File: config.mk
export PLATFORM = sky130hd
export DESIGN_NAME = sdac_ctrl
export DESIGN_NICKNAME = d
export VERILOG_FILES = /design/src/rtl/sdac_pkg.sv /design/src/rtl/sdac_sync.sv /design/src/rtl/sdac_shifter.sv /design/src/rtl/sdac_decode.sv /design/src/rtl/sdac_bank.sv /design/src/rtl/sdac_ctrl.sv
export SDC_FILE = /design/constraint.sdc
export NUM_CORES = 1
export LEC_CHECK = 0
export ABC_AREA = 1
export CELL_PAD_IN_SITES_DETAIL_PLACEMENT = 1
export CELL_PAD_IN_SITES_GLOBAL_PLACEMENT = 2
export CORE_UTILIZATION = 25
export DETAILED_ROUTE_END_ITERATION = 7
export DONT_BUFFER_PORTS = 1
export HOLD_SLACK_MARGIN = 0.02
export PLACE_DENSITY = 0.63
export SLEW_MARGIN = 20
export SYNTH_ARGS = -nofsm -noshare
export SYNTH_HDL_FRONTEND = slang
export SYNTH_SLANG_ARGS = --single-unit
File: constraint.sdc
create_clock -name clk -period 1.31 [get_ports clk]
set_clock_uncertainty 0.15 [all_clocks]
set_input_delay 0.131 -clock clk [delete_from_list [all_inputs] [get_ports clk]]
set_output_delay 0.131 -clock clk [all_outputs]
set_load 0.01 [all_outputs]
File: src/rtl/sdac_pkg.sv
package sdac_pkg;

  localparam int DEF_NCH    = 8;
  localparam int DEF_CODE_W = 8;
  localparam int DEF_SYNC   = 2;

  // Mid-scale value for a code of width w: only the MSB set.
  function automatic logic [31:0] mid_scale(input int w);
    return 32'(1) << (w - 1);
  endfunction

endpackage

File: src/rtl/sdac_sync.sv
module sdac_sync #(
  parameter int          W       = 4,
  parameter int          STAGES  = 2,
  parameter logic [W-1:0] RST_VAL = '0
) (
  input  logic         clk,
  input  logic         rst,
  input  logic [W-1:0] d,
  output logic [W-1:0] q
);

  logic [W-1:0] pipe [STAGES];

  always_ff @(posedge clk) begin
    if (rst) begin
      for (int i = 0; i < STAGES; i++) pipe[i] <= RST_VAL;
    end else begin
      pipe[0] <= d;
      for (int i = 1; i < STAGES; i++) pipe[i] <= pipe[i-1];
    end
  end

  assign q = pipe[STAGES-1];

endmodule

File: src/rtl/sdac_shifter.sv
module sdac_shifter #(
  parameter int FRAME_W = 11
) (
  input  logic               clk,
  input  logic               rst,
  input  logic               sclk_s,
  input  logic               cs_s,
  input  logic               din_s,
  output logic [FRAME_W-1:0] sr,
  output logic               commit
);

  logic sclk_d;
  logic cs_d;
  logic sclk_rise;

  assign sclk_rise = sclk_s & ~sclk_d;
  // Select returning high ends the frame.
  assign commit    = cs_s & ~cs_d;

  always_ff @(posedge clk) begin
    if (rst) begin
      sclk_d <= 1'b0;
      cs_d   <= 1'b1;
      sr     <= '0;
    end else begin
      sclk_d <= sclk_s;
      cs_d   <= cs_s;
      if (sclk_rise && !cs_s) sr <= {sr[FRAME_W-2:0], din_s};
    end
  end

endmodule

File: src/rtl/sdac_decode.sv
module sdac_decode #(
  parameter int NCH    = 8,
  parameter int ADDR_W = 3
) (
  input  logic              commit,
  input  logic [ADDR_W-1:0] addr,
  output logic [NCH-1:0]    wr_vec
);

  for (genvar i = 0; i < NCH; i++) begin : g_sel
    assign wr_vec[i] = commit && (addr == ADDR_W'(i));
  end

endmodule

File: src/rtl/sdac_bank.sv
module sdac_bank #(
  parameter int NCH    = 8,
  parameter int CODE_W = 8
) (
  input  logic                  clk,
  input  logic                  rst,
  input  logic [NCH-1:0]        wr_vec,
  input  logic [CODE_W-1:0]     wr_code,
  output logic [NCH*CODE_W-1:0] bank_flat
);

  localparam logic [CODE_W-1:0] MID = CODE_W'(sdac_pkg::mid_scale(CODE_W));

  for (genvar i = 0; i < NCH; i++) begin : g_ch
    logic [CODE_W-1:0] code_q;
    always_ff @(posedge clk) begin
      if (rst)            code_q <= MID;
      else if (wr_vec[i]) code_q <= wr_code;
    end
    assign bank_flat[i*CODE_W +: CODE_W] = code_q;
  end

endmodule

File: src/rtl/sdac_ctrl.sv
module sdac_ctrl #(
  parameter int NCH         = sdac_pkg::DEF_NCH,
  parameter int CODE_W      = sdac_pkg::DEF_CODE_W,
  parameter int SYNC_STAGES = sdac_pkg::DEF_SYNC
) (
  input  logic                  clk,
  input  logic                  rst,
  input  logic                  ser_clk,
  input  logic                  ser_cs_n,
  input  logic                  ser_din,
  input  logic                  shdn_n,
  output logic [NCH*CODE_W-1:0] chan_code,
  output logic                  out_en
);

  localparam int ADDR_W  = $clog2(NCH);
  localparam int FRAME_W = ADDR_W + CODE_W;
  localparam logic [CODE_W-1:0]     MID     = CODE_W'(sdac_pkg::mid_scale(CODE_W));
  localparam logic [NCH*CODE_W-1:0] MID_ALL = {NCH{MID}};

  logic [3:0]            raw_in;
  logic [3:0]            syn_out;
  logic                  sclk_s, cs_s, din_s, shdn_s;
  logic [FRAME_W-1:0]    sr;
  logic                  commit;
  logic [NCH-1:0]        wr_vec;
  logic [NCH*CODE_W-1:0] bank_flat;

  assign raw_in = {shdn_n, ser_din, ser_cs_n, ser_clk};

  sdac_sync #(.W(4), .STAGES(SYNC_STAGES), .RST_VAL(4'b1010)) u_sync (
    .clk (clk),
    .rst (rst),
    .d   (raw_in),
    .q   (syn_out)
  );

  assign sclk_s = syn_out[0];
  assign cs_s   = syn_out[1];
  assign din_s  = syn_out[2];
  assign shdn_s = syn_out[3];

  sdac_shifter #(.FRAME_W(FRAME_W)) u_shift (
    .clk    (clk),
    .rst    (rst),
    .sclk_s (sclk_s),
    .cs_s   (cs_s),
    .din_s  (din_s),
    .sr     (sr),
    .commit (commit)
  );

  sdac_decode #(.NCH(NCH), .ADDR_W(ADDR_W)) u_dec (
    .commit (commit),
    .addr   (sr[FRAME_W-1 -: ADDR_W]),
    .wr_vec (wr_vec)
  );

  sdac_bank #(.NCH(NCH), .CODE_W(CODE_W)) u_bank (
    .clk       (clk),
    .rst       (rst),
    .wr_vec    (wr_vec),
    .wr_code   (sr[CODE_W-1:0]),
    .bank_flat (bank_flat)
  );

  always_ff @(posedge clk) begin
    if (rst) begin
      chan_code <= MID_ALL;
      out_en    <= 1'b1;
    end else begin
      out_en    <= shdn_s;
      chan_code <= shdn_s ? bank_flat : '0;
    end
  end

endmodule

# Yosys cells after proc, flatten, opt, wreduce, memory -nomap -nowiden
# Memories as Yosys holds them, arrays and structs flattened.
# Cells that the tools add are included.
# W data, S select, Z words.
[classes]
n_lt_le_gt_ge = 0
reduce_logical = 12
multipliers = 0
n_bitwise = 7
n_mux = 6
shift = 0
add_sub_neg = 0
div = 0
n_eq_ne = 7
[ops]
columns = ["operator", "n"]
rows = [
  ["$mux W64", 1],
  ["$eq A3 B3 Y1 const B", 4],
  ["$logic_and A1 B1 Y1", 9],
  ["$mux W4", 2],
  ["$eq A3 B2 Y1 const B", 2],
  ["$eq A3 B1 Y1 const B", 1],
  ["$logic_not A3 Y1", 1],
  ["$mux W1", 3],
  ["$not A1 Y1", 3],
  ["$and A1 B1 Y1", 2],
  ["$or A1 B1 Y1", 2],
  ["$reduce_or A2 Y1", 1],
  ["$logic_not A1 Y1", 1],
]
[totals]
input_bits = 6
elab_cells = 47
output_inout_bits = 65
register_bits = 142
memories = 1
ram_bits = 8
latchBits = 0
rom_bits = 0
[mem_list]
columns = ["memory", "depth", "width", "read_ports", "rd_clocked_by_memory_dff", "write_ports", "line", "rtl"]
rows = [
  ["u_sync.pipe", 2, 4, 2, 0, 2, "sdac_sync.sv:12", "logic [W-1:0] pipe [STAGES];"],
]

# Depth between registers and ports, before layout
# Gate-level depths: netlist of run 1.
[depth]
ltp_word = 3
ltp_mapped = 7
depth_no_buf = 7

# Hierarchy
# Synthesis of run 1 repeated with hierarchy kept, for this count alone.
[unflattened]
cells_unflattened = 679
area_unflattened_um2 = 5517.8
[modules_own_cells]
columns = ["module", "seq_area_each_um2", "area_each_um2", "cells_each", "instances"]
rows = [
  ["sdac_bank", 1281.2, 2560.0, 351, 1],
  ["sdac_ctrl", 1301.2, 2113.3, 203, 1],
  ["sdac_shifter", 260.2, 526.8, 79, 1],
  ["sdac_sync", 160.2, 254.0, 29, 1],
  ["sdac_decode", 0.0, 63.8, 17, 1],
]

# Worst setup path after synthesis of run 1
# No wires, ideal clock.
[synth_timing]
path_kind = "reg-to-reg"
from = "register u_shift.sr[10]"
to = "register u_bank.g_ch[4].code_q[5]"
stages_incl_launch_ff = 7
required_time_ns = 1.047
path_buffers = 1
t_arrival_ns = 1.031
setup_time_ns = 0.113
period_less_slack_ns = 1.294
path_slack_ns = 0.016
path_cell_list = "dfxtp_1 nand3_4 nor2_4 buf_6 nand2_1 nand2_1 nor2_1"
[synth_via]
elab_chain_cells = 2
[synth_rtl]
columns = ["item", "line", "rtl"]
rows = [
  ["start: declaration", "sdac_shifter.sv:9", "output logic [FRAME_W-1:0] sr,"],
  ["start signal: assignment", "sdac_shifter.sv:29", "if (sclk_rise && !cs_s) sr <= {sr[FRAME_W-2:0], din_s};"],
  ["$eq A3 B3 Y1", "sdac_decode.sv:11", "assign wr_vec[i] = commit && (addr == ADDR_W'(i));"],
  ["$logic_and A1 B1 Y1", "sdac_decode.sv:11", ""],
  ["end signal: assignment", "sdac_bank.sv:18", "else if (wr_vec[i]) code_q <= wr_code;"],
  ["end: declaration", "sdac_bank.sv:15", "logic [CODE_W-1:0] code_q;"],
]
# Every way passes these cells.
# A chain may end at the register's enable or synchronous reset.

==> results.md, run 1 <==
* Crit path max-delay family: simple AND/OR/NAND/NOR gates
* Syn_area_per_cell at 7.77 sq um
* Crit path launch: u_sync.pipe[0][5]
* Worst slew pin tran at 0.326 ns
* Max-slew violations at 0
* DRT Wirelength at approximately 13000 um
* DP HPWL at ~8400 um
* H-Tree Depth at 4
* Syn. warnings at 0
* CP startpoint kind: flop
* Chip width at between 100 and 150 um
* CP endpoint: u_bank.g_ch[5].code_q[4]
* Rel. slew slack at around four fifths
* Setup Viol. Count Final at 58
* Io pins at just over 70
* Antenna cell count at 0
* Commonest non-fill, non-tap cell in the layout: nor2_1
* Post-route worst setup slack at -0.129 ns
* Core Region at 19600 sq um
* Drt initial violations at 175
* Slowest cell on the critical path: dfxtp_4
* Worst-path clk slew at roughly 0.060 ns
* Hold Fails Final Rpt at 0
* Pre-CTS setup slack at -0.241 ns
* Status: finished with violations
* Dominant cells by area after synthesis: dfxtp_1, nor2_1, nand2_1
* Cell count along the critical path at 7
* #FFs+latches synth at 150
* Vias at about 4000
* Largest net degree at the start of global routing at slightly below 60
* Latest clock arrival within the worst-skew pair at approximately 0.41 ns
* Vias per cell at around 4
* PD cells at 1510 nW/um^2
* R2R Path End: u_bank.g_ch[5].code_q[4]
* Arrival time worst endpoint at approximately 1.6 ns
* Worst-path fanout max at 6
* Number of global-route vias before repair at about 4100
* Share of cells above drive strength 1 at between 20% and 30%
* Area leader, netlist: dfxtp_1
* RSZ-0062 raised after global routing: yes
* GR Util All Layers at a little over an eighth
* Worst hold path type: input pin to flop
* CTS Sinks at 150
* Reg2Reg Launch Point: u_sync.pipe[0][5]
* Layout Cells excl Fill at between 900 and 1000
* Syn-to-layout area delta at 32.1%
* # Max-Cap Violations at 0
* FMAX at a little under 0.7 GHz
* GPL Wtd Cong at 0.776
* CTS tree: built
* DRC at 0
* Clk buf depth at 2
* Min cycle time layout at between 1 and 1.5 ns
* R2r setup slk at -0.13 ns
* Nets at between 700 and 800
* Syn nets at ~660
* Setup crit end kind: flop
* Die Y at 144 um
* Initial antenna violation count at 0
* WS Path Type: flop to flop
* Register area share after synthesis at 59.6%
* CTS Buf Count at 17
* Critical path, cell by cell: buf_6 -> nand3_4 -> nor2_4 -> buf_6 -> nand2_1 -> nand2_1 -> nor2_1
* Crit path buf inv count at 2
* First-pass GRT wire length at 20700 um
* Failing checks: setup timing
* Gr ovfl total at 0
* Mapped Cells at around 650
* Placed insts at just over 900
* Most frequent cells in the layout: nor2_1, dfxtp_1, nand2_1
* Crit share post-route at 110%
* Routed wire per std cell at around 13 um
* Port bufs at 0
* Library cells used by synthesis at 16
* First-pass DRT Iterations at 4
* Root buf cell: clkbuf_16
* Starting density of the core at between 20 and 30%
* Yosys top cell area share at 59.6%
* Static Leak at ~2.7 nW
* Remaining antenna violation count at 0
* Worst reg2reg path depth at 7
* Cell area after synthesis at around 5000 sq um
* Worst vdd ir at ~0.00073 V
* CP Data Required Time at around 1.5 ns
* Die area at between 20000 and 25000 sq um
* Std-Cell Rows at between 50 and 60
* CP max stage delay at between 0.3 and 0.4 ns
## worst min-delay path by stage
stage / start / to / slack (ns) / cells after the start
finish: rst / u_sync.pipe[0][7] / 0.04 / 2
global route: rst / u_sync.pipe[0][7] / 0.07 / 2
CTS: rst / u_sync.pipe[0][2] / 0.16 / 2
detailed placement: rst / u_sync.pipe[0][6] / 0.06 / 1
global placement: rst / u_shift.sr[7] / 0.05 / 1
floorplan: ser_cs_n / u_sync.pipe[0][1] / 0.08 / 1
## where the power goes
| part | switching, mW | leakage (nW) | total [mW] | internal, mW |
|---|---|---|---|---|
| logic | 0.190 | 1.22 | 0.308 | 0.118 |
| clock network | 1.80 | 0.301 | 5.08 | 3.28 |
| registers | 0.0270 | 1.21 | 4.63 | 4.60 |
## cells in the mapped netlist, drive strengths merged
library cell / count
nor2: 202
dfxtp: 150
nand2: 139
inv: 73
nand3: 39
buf: 21
clkinv: 7
o21ai: 7
clkbuf: 5
or2: 4
a21oi: 1
nand4: 1
## layout make-up
type	count	area (sq um)
fill	2350	12900
sequential	150	3010
multi-input combinational	397	1780
timing repair buffer	61	601
clock buffer	23	468
tap	265	332
inverter	80	315
clock inverter	8	148
## per-layer routing
metal  up-vias  routed length (um)  track usage (%)
met3         9                 391             3.38
li1       2048                   -                -
met2        59                6040             20.9
met1      1903                6240             17.3
met5         -                   0                0
met4         0                 141             4.98
## stage by stage
| step | cell area, sq um | power, mW | util, % | setup TNS (ns) | hold WS (ns) |
|---|---|---|---|---|---|
| 2_1_floorplan | 5040 | 4.90 | - | 0 | 0.0848 |
| 3_3_place_gp | 5610 | 4.99 | 28.6 | -5.80 | 0.0524 |
| 3_5_place_dp | 5610 | 4.99 | 28.6 | -8.41 | 0.0564 |
| 4_1_cts | 6460 | 10.2 | 33.0 | -4.66 | 0.157 |
| 5_1_grt | 6660 | 10.4 | 34.0 | -7.77 | 0.0651 |
| 6_report | 6660 | 10.0 | 34.0 | -3.54 | 0.0372 |
## flip-flops by register name, indices dropped and copies added, names as in the netlist
signal              cells
chan_code              64
u_sync.pipe             8
out_en                  1
u_shift.sclk_d          1
u_shift.sr             11
u_shift.cs_d            1
u_bank.g_ch.code_q     64
## cells by family (layout without fill, tap and decap cells)
family / after synthesis / in the layout / share of synthesized area, %
AOI/OAI and AO/OA: 8 / 8 / 0.794
buffers and inverters: 106 / 172 / 8.74
DFF: 150 / 150 / 59.6
and+or+nand+nor: 385 / 389 / 30.9
## timing repair
| action | CTS | global route |
|---|---|---|
| endpoints found under the hold margin | 127 | 1 |
| gates cloned | 7 | 0 |
| gates resized for setup | 26 | 59 |
| pin swaps | 10 | 19 |
| endpoints found under the setup margin | 63 | 67 |
| hold buffers | 8 | 1 |
| buffers inserted | 6 | 1 |
(Power assumes the default switching activity.)
==> run 2, diff against run 1 <==
--- a/config.mk
+++ b/config.mk
@@ -12,7 +12,7 @@
 export DETAILED_ROUTE_END_ITERATION = 7
 export DONT_BUFFER_PORTS = 1
 export HOLD_SLACK_MARGIN = 0.02
-export PLACE_DENSITY = 0.63
+export PLACE_DENSITY = 0.6
 export SLEW_MARGIN = 20
 export SYNTH_ARGS = -nofsm -noshare
 export SYNTH_HDL_FRONTEND = slang
==> constraint.sdc (replaced) <==
create_clock -name clk -period 1.4 [get_ports clk]
set_clock_uncertainty 0.15 [all_clocks]
set_input_delay 0.14 -clock clk [delete_from_list [all_inputs] [get_ports clk]]
set_output_delay 0.14 -clock clk [all_outputs]
set_load 0.01 [all_outputs]
==> results.md, run 2 (synthesis results as in run 1) <==
* CTS Sinks at 150 (unchanged)
* Routed wire per std cell at 12.5 um (was 13.0 um)
* CTS Buf Count at 17 (unchanged)
* GR Util All Layers at 12.6% (was 13.2%)
* Status: completed (was finished with violations)
* Vias per cell at 3.97 (was 4.08)
* DP HPWL at 8240 um (was 8360 um)
* DRT Wirelength at 12000 um (was 12800 um)
* Biggest regs: chan_code: 64 flops, u_bank.g_ch.code_q: 64 flops, u_shift.sr: 11 flops (unchanged)
* CTS tree: built (unchanged)
* Remaining antenna violation count at 0 (unchanged)
* First-pass DRT Iterations at 4 (unchanged)
* Worst vdd ir at 0.000733 V (was 0.000731 V)
* Pre-CTS setup slack at -0.0972 ns (was -0.241 ns)
* # Max-Cap Violations at 0 (unchanged)
* Nets at 686 (was 713)
* Initial antenna violation count at 0 (unchanged)
* Final Total Pwr at 8.74 mW (was 10.0 mW)
* Port bufs at 0 (unchanged)
* FMAX at 0.748 GHz (was 0.695 GHz)
* Area post-placement at 5480 sq um (was 5610 sq um)
* Post-route worst setup slack at 0.0633 ns (was -0.129 ns)
* Latest clock arrival within the worst-skew pair at 0.42 ns (was 0.41 ns)
* Rel. slew slack at 74.1% (was 78.3%)
* Worst slew pin tran at 0.389 ns (was 0.326 ns)
* Syn-to-layout area delta at 23.5% (was 32.1%)
* Worst hold path type: input pin to flop (unchanged)
* Hold Fails Final Rpt at 0 (unchanged)
* CP startpoint kind: flop (unchanged)
* Starting density of the core at 25.7% (unchanged)
* WS Path Type: flop to flop (unchanged)
* Antenna cell count at 0 (unchanged)
* CP Data Required Time at 1.57 ns (was 1.46 ns)
* Root buf cell: clkbuf_16 (unchanged)
* Drt initial violations at 160 (was 175)
* GPL Wtd Cong at 0.727 (was 0.776)
* H-Tree Depth at 4 (unchanged)
* DRC at 0 (unchanged)
* Setup TNS at 0 ns (was -3.54 ns)
* Largest net degree at the start of global routing at 64 (was 59)
* CP max stage delay at 0.35 ns (was 0.37 ns)
* Critical path, cell by cell: inv_1 -> nand2_2 -> inv_1 -> nand3_1 -> nand2_1 -> nor2_1 (was buf_6 -> nand3_4 -> nor2_4 -> buf_6 -> nand2_1 -> nand2_1 -> nor2_1)
* Die Y at 144 um (unchanged)
* Share of cells above drive strength 1 at 12.8% (was 20.2%)
* Vias at 3802 (was 4019)
* Io pins at 71 (unchanged)
* Slowest cell on the critical path: dfxtp_1 (was dfxtp_4)
* Setup Viol. Count Final at 0 (was 58)
* Arrival time worst endpoint at 1.51 ns (was 1.59 ns)
* PD cells at 1400 nW/um^2 (was 1510 nW/um^2)
* Static Leak at 2.53 nW (was 2.74 nW)
* Worst-path clk slew at 0.06 ns (about the same)
* Commonest non-fill, non-tap cell in the layout: nor2_1 (unchanged)
* Crit share post-route at 95.5% (was 110%)
* Most frequent cells in the layout: nor2_1, dfxtp_1, nand2_1 (unchanged)
* Min cycle time layout at 1.34 ns (was 1.44 ns)
* First-pass GRT wire length at 19500 um (was 20700 um)
* Chip width at 144 um (unchanged)
* Std-Cell Rows at 51 (unchanged)
* Worst-path fanout max at 7 (was 6)
* Post-route design area at 6220 sq um (was 6660 sq um)
* Clk buf depth at 2 (unchanged)
* Filler cell count at 2368 (was 2350)
* CP most frequent cell: inv_1
* Setup crit end kind: flop (unchanged)
* Max-slew violations at 0 (unchanged)
* Gr ovfl total at 0 (unchanged)
* Die area at 20700 sq um (unchanged)
* Core Region at 19600 sq um (unchanged)
* RSZ-0062 raised after global routing: yes (unchanged)
* Number of global-route vias before repair at 3871 (was 4060)
## run 2: cell count changes in the layout (fill, tap and decap cells not counted), sizes merged
cell,change
bufinv,-4
buf,-19
nand3,-1
dlygate4sd3,-4
inv,+2
clkbuf,-4
clkinv,+7
nor2,-3
## run 2: what timing repair did
action | in CTS | in global routing
pin swaps | 4 | 3
cloned | 0 | 1
buffers inserted | 4 | 0
hold endpoints to repair | 122 | 0
hold buffers | 5 | 0
gates resized for setup | 3 | 19
endpoints found under the setup margin | 37 | 88
## run 2: metrics by stage
step                      util, %  hold slack, ns  instances
final                        31.8          0.0856        958
after global placement       28.0          0.0620        916
after CTS                    31.5           0.165        957
after detailed placement     28.0          0.0648        916
after floorplan                 -          0.0938        649
after global routing         31.8           0.112        958
## run 2: routing by layer
| layer | up-vias | track usage (%) | routed length (um) |
|---|---|---|---|
| met1 | 1759 | 16.2 | 6020 |
| met3 | 11 | 3.68 | 370 |
| met4 | 0 | 5.54 | 148 |
| met5 | - | 0 | 0 |
| met2 | 53 | 19.5 | 5420 |
| li1 | 1979 | - | - |
## run 2: final timing paths
path                     startpoint                        to  slack [ns]  cells past startpoint
hold reg to reg   u_sync.pipe[0][0]         u_sync.pipe[0][4]        0.26                      2
hold / removal                  rst             u_shift.sr[7]        0.09                      2
setup reg to reg      u_shift.sr[9]  u_bank.g_ch[0].code_q[4]        0.06                      6
setup / recovery      u_shift.sr[9]  u_bank.g_ch[0].code_q[4]        0.06                      6
## run 2: cell type report
| cell class | count | area [sq um] | area share, % |
|---|---|---|---|
| repair buffers | 38 | 395 | 6.35 |
| clock buffers | 19 | 443 | 7.12 |
| inverters | 80 | 300 | 4.83 |
| well taps | 265 | 332 | 5.33 |
| flip-flops and latches | 150 | 3010 | 48.3 |
| clock inverters | 13 | 101 | 1.63 |
| multi-input cells | 393 | 1650 | 26.5 |
## run 2: critical path: cells and delay by family, from the launching register on
kind                   cells  cell delay, ns
AND/OR/NAND/NOR            4            0.38
buffers and inverters      2            0.36
flip-flops                 1            0.35
## run 2: report_power, final
group / internal [mW] / switching (mW) / total (mW)
Combinational: 0.0880 / 0.166 / 0.254
Clock: 2.32 / 1.83 / 4.16
Sequential: 4.31 / 0.0245 / 4.33
Total: 6.72 / 2.02 / 8.74
==> run 3, diff against run 2 <==
--- a/config.mk
+++ b/config.mk
@@ -8,11 +8,11 @@
 export ABC_AREA = 1
 export CELL_PAD_IN_SITES_DETAIL_PLACEMENT = 1
 export CELL_PAD_IN_SITES_GLOBAL_PLACEMENT = 2
-export CORE_UTILIZATION = 25
+export CORE_UTILIZATION = 36
 export DETAILED_ROUTE_END_ITERATION = 7
 export DONT_BUFFER_PORTS = 1
 export HOLD_SLACK_MARGIN = 0.02
-export PLACE_DENSITY = 0.6
+export PLACE_DENSITY = 0.81
 export SLEW_MARGIN = 20
 export SYNTH_ARGS = -nofsm -noshare
 export SYNTH_HDL_FRONTEND = slang
==> results.md, run 3 (synthesis results as in run 1) <==
* Min cycle time layout at 1.33 ns (was 1.34 ns)
* Worst-path fanout max at 8 (was 7)
* DRT Wirelength at 11700 um (was 12000 um)
* Logic pwr share at 2.7% (was 2.9%)
* Core Region at 13500 sq um (was 19600 sq um)
* CTS tree: built (unchanged)
* Antenna cell count at 0 (unchanged)
* Worst hold path type: input pin to flop (unchanged)
* Biggest regs: chan_code: 64 flops, u_bank.g_ch.code_q: 64 flops, u_shift.sr: 11 flops (unchanged)
* H-Tree Depth at 4 (unchanged)
* CTS Sinks at 150 (unchanged)
* Largest net degree at the start of global routing at 47 (was 64)
* DRC at 0 (unchanged)
* Io pins at 71 (unchanged)
* Sw Share at 20.0% (was 23.1%)
* Status: completed (unchanged)
* Latest clock arrival within the worst-skew pair at 0.42 ns (about the same)
* Critical path, cell by cell: inv_4 -> nand3_4 -> nor2_4 -> buf_12 -> nand2_2 -> nand2_1 -> nor2_1 (was inv_1 -> nand2_2 -> inv_1 -> nand3_1 -> nand2_1 -> nor2_1)
* # Max-Cap Violations at 0 (unchanged)
* Initial antenna violation count at 0 (unchanged)
* Drt initial violations at 190 (was 160)
* Syn-to-layout area delta at 24.1% (was 23.5%)
* Commonest non-fill, non-tap cell in the layout: nor2_1 (unchanged)
* Final Total Pwr at 9.50 mW (was 8.74 mW)
* Static Leak at 2.58 nW (was 2.53 nW)
* Worst-path clk slew at 0.06 ns (about the same)
* DP HPWL at 7460 um (was 8240 um)
* GPL Wtd Cong at 0.739 (was 0.727)
* Worst vdd ir at 0.000821 V (was 0.000733 V)
* CP Data Required Time at 1.57 ns (about the same)
* Flop pwr share at 45.6% (was 49.5%)
* Starting density of the core at 37.5% (was 25.7%)
* Clock power frac at 51.7% (was 47.6%)
* Power Internal at 7.61 mW (was 6.72 mW)
* Arrival time worst endpoint at 1.50 ns (was 1.51 ns)
* Gr ovfl total at 0 (unchanged)
* CP startpoint kind: flop (unchanged)
* Placed insts at 825 (was 916)
* Vias at 3838 (was 3802)
* CTS Buf Count at 17 (unchanged)
* Worst slew pin tran at 0.456 ns (was 0.389 ns)
* Layout Cells excl Fill at 866 (was 958)
* Die Y at 120 um (was 144 um)
* Setup Viol. Count Final at 0 (unchanged)
* Vias per cell at 4.43 (was 3.97)
* Rel. slew slack at 69.6% (was 74.1%)
* PD cells at 1520 nW/um^2 (was 1400 nW/um^2)
* Std-Cell Rows at 42 (was 51)
* Setup crit end kind: flop (unchanged)
* Die area at 14500 sq um (was 20700 sq um)
* FMAX at 0.753 GHz (was 0.748 GHz)
* Net switching power at 1.90 mW (was 2.02 mW)
* Remaining antenna violation count at 0 (unchanged)
* Number of global-route vias before repair at 3779 (was 3871)
* Crit share post-route at 94.9% (was 95.5%)
* First-pass GRT wire length at 18900 um (was 19500 um)
* Area post-placement at 5370 sq um (was 5480 sq um)
* Slowest cell on the critical path: dfxtp_2 (was dfxtp_1)
* Nets at 683 (was 686)
* RSZ-0062 raised after global routing: yes (unchanged)
* Util after Layout at 46.5% (was 31.8%)
* Clk buf depth at 2 (unchanged)
* Share of cells above drive strength 1 at 14.5% (was 12.8%)
* Chip width at 120 um (was 144 um)
* WS Path Type: flop to flop (unchanged)
* Hold slack at 0.0666 ns (was 0.0856 ns)
* Port bufs at 0 (unchanged)
* Max-slew violations at 0 (unchanged)
* First-pass DRT Iterations at 4 (unchanged)
* Hold Fails Final Rpt at 0 (unchanged)
* CP max stage delay at 0.32 ns (was 0.35 ns)
* GR Util All Layers at 17.2% (was 12.6%)
* Root buf cell: clkbuf_16 (unchanged)
* Post-route design area at 6250 sq um (was 6220 sq um)
* Most frequent cells in the layout: nor2_1, dfxtp_1, nand2_1 (unchanged)
* Routed wire per std cell at 13.5 um (was 12.5 um)
## run 3: area by class of cell
class	instances	area [sq um]
clock buffers	24	502
clock inverters	8	143
fillers	1623	7200
inverters	80	303
multi-input cells	393	1680
flip-flops and latches	150	3010
well taps	176	220
repair buffers	35	390
## run 3: final timing paths
check | start | end | slack [ns] | cells past startpoint
worst max-delay path | u_shift.cs_d | u_bank.g_ch[7].code_q[2] | 0.07 | 7
worst min-delay path | rst | u_shift.sr[7] | 0.07 | 2
worst min register to register | u_sync.pipe[0][0] | u_sync.pipe[0][4] | 0.25 | 2
worst max register to register | u_shift.cs_d | u_bank.g_ch[7].code_q[2] | 0.07 | 7
## run 3: per-stage QoR
step,TNS [ns],setup slack [ns]
5_1_grt,-0.0238,-0.0166
3_5_place_dp,-1.64,-0.0913
4_1_cts,-0.00471,-0.00471
3_3_place_gp,-0.00330,-0.00330
2_1_floorplan,0,0.106
6_report,0,0.0719
## run 3: worst max-delay path, delay by kind of cell, from the launching register on
kind	cells	cell delay, ns
buffers and inverters	2	0.23
AND/OR/NAND/NOR	5	0.52
flip-flops	1	0.32
## run 3: what timing repair did
action,CTS,global route
resized for setup,5,35
pin swaps,3,5
setup endpoints to repair,49,68
hold buffers,5,0
setup buffers,3,0
cloned,0,1
hold endpoints to repair,95,0
## run 3: power groups by stage
stage	sequential, mW	clock [mW]	combinational [mW]
after floorplan	4.42	0	0.162
after global placement	4.42	0	0.228
after detailed placement	4.42	0	0.236
after CTS	4.33	5.03	0.252
after global routing	4.33	5.24	0.288
final	4.33	4.92	0.255
## run 3: metal layers
metal  share of wire [%]  global-route usage (%)  vias to the layer above
met5                   0                       0                        -
met4                 1.7                    7.41                        0
met3                 3.3                    5.33                       20
met2                  46                    26.9                       62
met1                  49                    21.8                     1785
li1                    -                       -                     1971
